--- config.mk ---
export PLATFORM = sky130hd
export DESIGN_NAME = dcb_walker
export DESIGN_NICKNAME = d
export VERILOG_FILES = /design/src/rtl/dcbw_pkg.sv /design/src/rtl/dcbw_addr.sv /design/src/rtl/dcbw_chk.sv /design/src/rtl/dcbw_blkcnt.sv /design/src/rtl/dcb_walker.sv
export SDC_FILE = /design/constraint.sdc
export NUM_CORES = 1
export LEC_CHECK = 0
export BUFFER_PORTS_ARGS = -buffer_cell sky130_fd_sc_hd__clkbuf_2
export CAP_MARGIN = 20
export CORE_ASPECT_RATIO = 1.4
export CORE_UTILIZATION = 25
export CTS_CLUSTER_DIAMETER = 120
export DETAILED_ROUTE_END_ITERATION = 12
export PLACE_DENSITY = 0.5
export SLEW_MARGIN = 20
export SYNTH_ARGS = -nofsm -noshare
export SYNTH_HDL_FRONTEND = slang
export SYNTH_SLANG_ARGS = --single-unit
--- constraint.sdc ---
create_clock -name clk -period 14.5 [get_ports clk]
set_input_delay 2.9 -clock clk [delete_from_list [all_inputs] [get_ports clk]]
set_output_delay 2.9 -clock clk [all_outputs]
set_load 0.05 [all_outputs]
--- src/rtl/dcbw_pkg.sv ---
package dcbw_pkg;
  typedef enum logic [3:0] {
    ST_IDLE, ST_NEXT, ST_INFO, ST_PTR, ST_OFFER,
    ST_MOVE, ST_STAT, ST_EVAL, ST_PARK, ST_RELINK
  } walk_st_e;

  localparam int INFO_EOF_BIT  = 16;
  localparam int STAT_DONE_BIT = 63;
endpackage

--- src/rtl/dcbw_addr.sv ---
// Word address generator for the control-block fields.
module dcbw_addr import dcbw_pkg::*; #(
  parameter int AW = 64,
  parameter int IW = 2
) (
  input  walk_st_e        st,
  input  logic [AW-1:0]   base,
  input  logic [IW-1:0]   idx,
  output logic [AW-1:0]   addr
);
  logic [AW-1:0] pair_off;

  always_comb begin
    pair_off = AW'(idx) << 4;
    case (st)
      ST_INFO: addr = base + AW'(8);
      ST_PTR:  addr = base + AW'(24) + pair_off;
      ST_STAT: addr = base + AW'(16) + pair_off;
      default: addr = base;
    endcase
  end
endmodule

--- src/rtl/dcbw_chk.sv ---
// Alignment and length rules for link, start and data-block words.
module dcbw_chk (
  input  logic       extract,
  input  logic [2:0] start_lo,
  input  logic [2:0] link_lo,
  input  logic [2:0] ptr_lo,
  input  logic [6:0] len_lo,
  output logic       start_bad,
  output logic       link_end,
  output logic       link_bad,
  output logic       blk_bad
);
  always_comb begin
    start_bad = (start_lo != 3'b000);
    link_end  = link_lo[0];
    link_bad  = !link_lo[0] && (link_lo[2:1] != 2'b00);
    blk_bad   = extract && ((ptr_lo != 3'b000) || (len_lo != 7'd0));
  end
endmodule

--- src/rtl/dcbw_blkcnt.sv ---
// Per-channel block count (clamped) and current block index.
module dcbw_blkcnt #(
  parameter int MAX_BLK = 4,
  parameter int NW      = 3,
  parameter int IW      = 2
) (
  input  logic          clk,
  input  logic          rst_n,
  input  logic          load,
  input  logic [NW-1:0] cfg,
  input  logic          clr,
  input  logic          inc,
  output logic [IW-1:0] idx,
  output logic          last
);
  logic [NW-1:0] nblk_q, nblk_c;
  logic [IW-1:0] idx_n;

  always_comb begin
    if (cfg == '0)                   nblk_c = NW'(1);
    else if (cfg > NW'(MAX_BLK))     nblk_c = NW'(MAX_BLK);
    else                             nblk_c = cfg;
    idx_n = idx;
    if (clr)      idx_n = '0;
    else if (inc) idx_n = idx + 1'b1;
    last = (NW'(idx) == nblk_q - NW'(1));
  end

  always_ff @(posedge clk or negedge rst_n) begin
    if (!rst_n) begin
      nblk_q <= NW'(1);
      idx    <= '0;
    end else begin
      if (load)        nblk_q <= nblk_c;
      if (clr || inc)  idx    <= idx_n;
    end
  end
endmodule

--- src/rtl/dcb_walker.sv ---
module dcb_walker import dcbw_pkg::*; #(
  parameter int AW      = 64,
  parameter int LW      = 16,
  parameter int MAX_BLK = 4,
  localparam int NW     = $clog2(MAX_BLK + 1)
) (
  input  logic          clk,
  input  logic          rst_n,
  input  logic          ch_start,
  input  logic [AW-1:0] ch_start_ptr,
  input  logic [NW-1:0] ch_nblk,
  input  logic          ch_extract,
  input  logic          ch_stop,
  input  logic          ch_reload,
  output logic          ch_busy,
  output logic          ch_err,
  output logic          irq_frame,
  output logic          irq_refill,
  output logic          mem_req,
  output logic          mem_we,
  output logic [AW-1:0] mem_addr,
  output logic [63:0]   mem_wdata,
  input  logic          mem_gnt,
  input  logic          mem_rvalid,
  input  logic [63:0]   mem_rdata,
  output logic          blk_valid,
  input  logic          blk_ready,
  output logic [AW-1:0] blk_addr,
  output logic [LW-1:0] blk_len,
  input  logic          mv_done,
  input  logic [LW-1:0] mv_bytes
);
  localparam int IW = (MAX_BLK > 1) ? $clog2(MAX_BLK) : 1;

  // reset: asserted asynchronously, released on the clock
  logic [1:0] rs_q;
  logic       rst_i_n;
  always_ff @(posedge clk or negedge rst_n) begin
    if (!rst_n) rs_q <= 2'b00;
    else        rs_q <= {rs_q[0], 1'b1};
  end
  assign rst_i_n = rs_q[1];

  walk_st_e      st, st_n;
  logic [AW-1:0] cur, cur_n, link, link_n, bptr, bptr_n;
  logic [LW-1:0] len_q, len_n, used, used_n;
  logic          eof_q, eof_n, err_q, err_n, stop_q, stop_n, ext_q, ext_n;
  logic          iss_q, iss_n, irqf_n, irqr_n, irqf_q, irqr_q;
  logic          cfg_load, idx_clr, idx_inc, idx_last, rd_st, rd_done;
  logic          start_bad, link_end, link_bad, blk_bad;
  logic [IW-1:0] idx;

  dcbw_addr #(.AW(AW), .IW(IW)) u_addr (
    .st(st), .base(cur), .idx(idx), .addr(mem_addr));

  dcbw_chk u_chk_rules (
    .extract(ext_q), .start_lo(ch_start_ptr[2:0]), .link_lo(link[2:0]),
    .ptr_lo(mem_rdata[2:0]), .len_lo(len_q[6:0]),
    .start_bad(start_bad), .link_end(link_end), .link_bad(link_bad),
    .blk_bad(blk_bad));

  dcbw_blkcnt #(.MAX_BLK(MAX_BLK), .NW(NW), .IW(IW)) u_cnt (
    .clk(clk), .rst_n(rst_i_n), .load(cfg_load), .cfg(ch_nblk),
    .clr(idx_clr), .inc(idx_inc), .idx(idx), .last(idx_last));

  assign rd_st   = (st == ST_NEXT) || (st == ST_INFO) || (st == ST_PTR) || (st == ST_RELINK);
  assign rd_done = iss_q && mem_rvalid;
  assign ch_busy = (st != ST_IDLE) && (st != ST_PARK);

  always_comb begin
    st_n = st;  cur_n = cur;  link_n = link;  bptr_n = bptr;
    len_n = len_q;  eof_n = eof_q;  used_n = used;  err_n = err_q;
    ext_n = ext_q;  stop_n = stop_q || (ch_stop && ch_busy);
    irqf_n = 1'b0;  irqr_n = 1'b0;
    cfg_load = 1'b0;  idx_clr = 1'b0;  idx_inc = 1'b0;
    case (st)
      ST_IDLE: begin
        stop_n = 1'b0;
        if (ch_start) begin
          if (start_bad) err_n = 1'b1;
          else begin
            err_n = 1'b0;  cur_n = ch_start_ptr;  ext_n = ch_extract;
            cfg_load = 1'b1;  st_n = ST_NEXT;
          end
        end
      end
      ST_NEXT: if (rd_done) begin link_n = mem_rdata[AW-1:0]; st_n = ST_INFO; end
      ST_INFO: if (rd_done) begin
        len_n = mem_rdata[LW-1:0];  eof_n = mem_rdata[INFO_EOF_BIT];
        idx_clr = 1'b1;  st_n = ST_PTR;
      end
      ST_PTR: if (rd_done) begin
        bptr_n = mem_rdata[AW-1:0];
        if (blk_bad) begin err_n = 1'b1; st_n = ST_IDLE; end
        else st_n = ST_OFFER;
      end
      ST_OFFER: if (blk_ready) st_n = ST_MOVE;
      ST_MOVE:  if (mv_done) begin used_n = mv_bytes; st_n = ST_STAT; end
      ST_STAT: if (mem_gnt) begin
        if (idx_last) begin irqf_n = eof_q; st_n = ST_EVAL; end
        else begin idx_inc = 1'b1; st_n = ST_PTR; end
      end
      ST_EVAL: begin
        if (stop_q || ch_stop)  st_n = ST_IDLE;
        else if (link_end)      begin irqr_n = 1'b1; st_n = ST_PARK; end
        else if (link_bad)      begin err_n = 1'b1; st_n = ST_IDLE; end
        else                    begin cur_n = link; st_n = ST_NEXT; end
      end
      ST_PARK: begin
        stop_n = 1'b0;
        if (ch_stop)        st_n = ST_IDLE;
        else if (ch_reload) st_n = ST_RELINK;
      end
      ST_RELINK: if (rd_done) begin link_n = mem_rdata[AW-1:0]; st_n = ST_EVAL; end
      default: st_n = ST_IDLE;
    endcase
    iss_n = iss_q;
    if (mem_req && mem_gnt && !mem_we) iss_n = 1'b1;
    else if (rd_done)                  iss_n = 1'b0;
  end

  always_ff @(posedge clk or negedge rst_i_n) begin
    if (!rst_i_n) begin
      st <= ST_IDLE;  cur <= '0;  link <= '0;  bptr <= '0;
      len_q <= '0;  eof_q <= 1'b0;  used <= '0;  err_q <= 1'b0;
      ext_q <= 1'b0;  stop_q <= 1'b0;  iss_q <= 1'b0;
      irqf_q <= 1'b0;  irqr_q <= 1'b0;
    end else begin
      st <= st_n;  cur <= cur_n;  link <= link_n;  bptr <= bptr_n;
      len_q <= len_n;  eof_q <= eof_n;  used <= used_n;  err_q <= err_n;
      ext_q <= ext_n;  stop_q <= stop_n;  iss_q <= iss_n;
      irqf_q <= irqf_n;  irqr_q <= irqr_n;
    end
  end

  always_comb begin
    mem_wdata = '0;
    mem_wdata[LW-1:0] = used;
    mem_wdata[STAT_DONE_BIT] = 1'b1;
  end

  assign mem_req    = (rd_st && !iss_q) || (st == ST_STAT);
  assign mem_we     = (st == ST_STAT);
  assign blk_valid  = (st == ST_OFFER);
  assign blk_addr   = bptr;
  assign blk_len    = len_q;
  assign ch_err     = err_q;
  assign irq_frame  = irqf_q;
  assign irq_refill = irqr_q;
endmodule

==> impl_metrics.py <==
metrics = {
    "clocking": {
        "numCtsBuffers": 27,
        "clk_latency_ps": 560,
        "cts.repair.resized": 0,
        "cts-root-buf": "clkbuf_16",
        "post_cts_buffers": 0,
        "clockBufferDepth": 3,
        "path_clk_slew_ps": 70,
        "cts-htree-levels": 1,
        "cts_tree": "built",
        "clock-sinks": 242,
        "cts_hold_buf": 0,
    },
    "detailed_routing": {
        "drt_wl_total_um": 45900,
        "drtIter0Drc": 558,
        "routedWlPerCell_um": 20.7,
        "vias": 10700,
        "first_pass_iters": 5,
        "viasPerCell": 4.81,
        "drc": 0,
        "drtAntennaViolNets": 0,
    },
    "pwr": {
        "ir_drop_mv": 0.138,
        "seqPwrFrac_pct": 30.6,
        "leakage_nw": 7.49,
        "clock_power_share_pct": 15.6,
        "combPwrFrac_pct": 53.8,
        "powerDensity_nw_per_um2": 271,
        "internal_power_w": 0.00204,
        "switching_share_pct": 53.2,
        "power.switching_w": 0.00231,
    },
    "setup_path": {
        "startpoint": "cur[5]",
        "cp_data_required_time_ps": 11600,
        "start_kind": "register",
        "endpoint_kind": "primary output",
        "setup.worst_path.end": "mem_addr[43]",
        "reg2reg_to": "blk_addr[37]",
        "crit_arrival_ps": 4170,
        "reg2reg_depth": 6,
        "crit_fanout": 7,
        "r2r-start": "st[1]",
        "critPathKind": "reg -> out",
        "r2r_setup_slack_ps": 11050,
    },
    "logic_synthesis": {
        "synthCells": 1246,
        "synth_cell_types": 78,
        "synth_seq_cells": 242,
        "postSynthAreaPerCell_um2": 10.5,
        "yosys.area.top_type": "dfrtp_1",
        "seq_area_frac_synth_pct": 46.5,
        "synth_top_area_share_pct": 46.3,
        "yosys-top-cells-area": "dfrtp_1, mux2_2, mux2i_1, a21oi_1, nor2_1",
        "synth-main-ff-cell": "dfrtp_1",
        "yosysWarningCount": 0,
        "async_reset_ff_share_pct": 100,
        "netlist_area_um2": 13000,
        "synth_edf_count": 0,
    },
    "sta": {
        "timing.hold.ws_ps": 365,
        "worst_pin_slew_ps": 1080,
        "fmax_mhz": 142,
        "post-route-period-util_pct": 48.7,
        "hold_violations": 0,
        "tns_ps": 0,
        "final-max-slew-violation-count": 0,
        "rsz0062_at_grt": "no",
        "layout_min_cycle_time_ps": 7070,
        "fin_skew_ps": 16.5,
        "slew_headroom_pct": 27.0,
        "setup_violations": 0,
    },
    "floorplan": {
        "dieHeight_um": 272,
        "dieArea_um2": 53000,
        "num_rows": 98,
        "initial_core_util_pct": 25.4,
        "chipWidth_um": 195,
        "io_pins": 372,
        "core_area_um2": 51300,
    },
    "finish": {
        "fill_cells": 5401,
        "final_core_util_pct": 31.3,
        "drive_above_1_share_pct": 37.0,
        "mostFrequentLayoutCells": "clkbuf_2, dfrtp_1, mux2_2",
        "final_common_cell": "clkbuf_2",
        "area_growth_pct": 23.0,
        "nNetsFinal": 1708,
    },
    "global_routing": {
        "grt_max_degree": 135,
        "grt_overflow": 0,
        "grt_pass1_wl_um": 68700,
        "antenna_found_initial": 1,
        "grtUsageTotal_pct": 17.0,
        "grt_pass1_vias": 10800,
    },
    "placement": {
        "port_buffers": 323,
        "place_congestion": 0.904,
        "dp_hpwl_um": 35000,
    },
    "status": {
        "status": "finished clean",
    },
    "run": {
        "maxCapViolCount": 0,
    },
    "hold_path": {
        "hold_path.class": "reg -> reg",
        "hold_path_depth": 0,
    },
}
==> layout make-up <==
class	count	area, um^2	share of cell area (%)
Timing Repair Buffer	339	1770	11.0
Sequential cell	242	6060	37.8
Antenna cell	1	2.50	0.0156
Multi-Input combinational cell	905	6410	40.0
Clock inverter	12	85.1	0.531
Tap cell	650	813	5.07
Clock buffer	38	787	4.91
Inverter	27	101	0.632
==> how the worst min path moves through the flow <==
stage	to	from	slack [ps]
floorplan	rs_q[1]	rs_q[0]	330
global placement	rs_q[1]	rs_q[0]	340
detailed placement	rs_q[1]	rs_q[0]	350
CTS	rs_q[1]	rs_q[0]	360
global route	rs_q[1]	rs_q[0]	380
finish	rs_q[1]	rs_q[0]	360
==> per-layer routing <==
| metal | wire length (um) | global-route usage, % |
|---|---|---|
| met3 | 2820 | 3.32 |
| met1 | 17600 | 19.7 |
| met5 | 0 | 0 |
| met2 | 23900 | 31.0 |
| met4 | 1570 | 6.01 |
==> power by group through the flow <==
| stage | Sequential (W) | Clock (W) | Combinational, W |
|---|---|---|---|
| finish | 0.00133 | 0.000677 | 0.00234 |
| global route | 0.00138 | 0.000729 | 0.00248 |
| CTS | 0.00133 | 0.000707 | 0.00236 |
| detailed placement | 0.00134 | 0 | 0.00236 |
| global placement | 0.00133 | 0 | 0.00234 |
| floorplan | 0.00168 | 0 | 0.00135 |
==> per-stage QoR <==
stage	instance area (um^2)	setup WS, ps	cells	power [W]
floorplan	13200	7260	1293	0.00303
global placement	15100	8040	2161	0.00367
detailed placement	15100	8060	2161	0.00370
CTS	16000	7440	2211	0.00440
global route	16000	7220	2214	0.00459
finish	16000	7430	2214	0.00435
==> state kept, by name (all words and copies together) (netlist names), 2 cells and up <==
| name | flops |
|---|---|
| link | 64 |
| u_cnt.idx | 2 |
| st | 4 |
| blk_addr | 64 |
| cur | 64 |
| u_cnt.nblk_q | 3 |
| rs_q | 2 |
| used | 16 |
| blk_len | 16 |
==> critical path: stages (launching register included) <==
cell      delay, ps
dfrtp_1         450
ha_1            330
ha_1            180
inv_1            60
fa_1            450
nand3b_1        270
nor3_1          370
a221oi_2        180
or4_1           500
nor2_1          340
xor2_1          180
clkbuf_2        310
==> synthesized netlist by cell type, types with 6 or more instances <==
cell type and number:
ha_1 7, nor4_1 14, o21a_1 6, inv_1 25, xnor2_1 34, a21oi_1 91, mux2i_1 64, nor2_1 120
xor2_1 23, o21ai_0 42, a31oi_1 10, and3_1 8, nand4_1 41, clkbuf_1 36, o211ai_1 8, nand2_1 53
buf_2 31, dfrtp_1 241, buf_4 50, mux2_2 163, nor3_1 31, nand3_1 47
==> kinds of logic (layout without fill, tap and decap cells) <==
kind of cell	Yosys count	after routing	synth area share (%)
other	2	50	0.0576
adder cells (fa/ha/maj)	9	9	0.979
multiplexers	227	227	19.0
AO/OA/AOI/OAI	201	201	9.47
XOR/XNOR	57	57	3.83
flip-flops	242	242	46.5
buffers and inverters	146	416	5.94
AND/OR/NAND/NOR	362	362	14.2
Power figures use the tool's default switching activity.
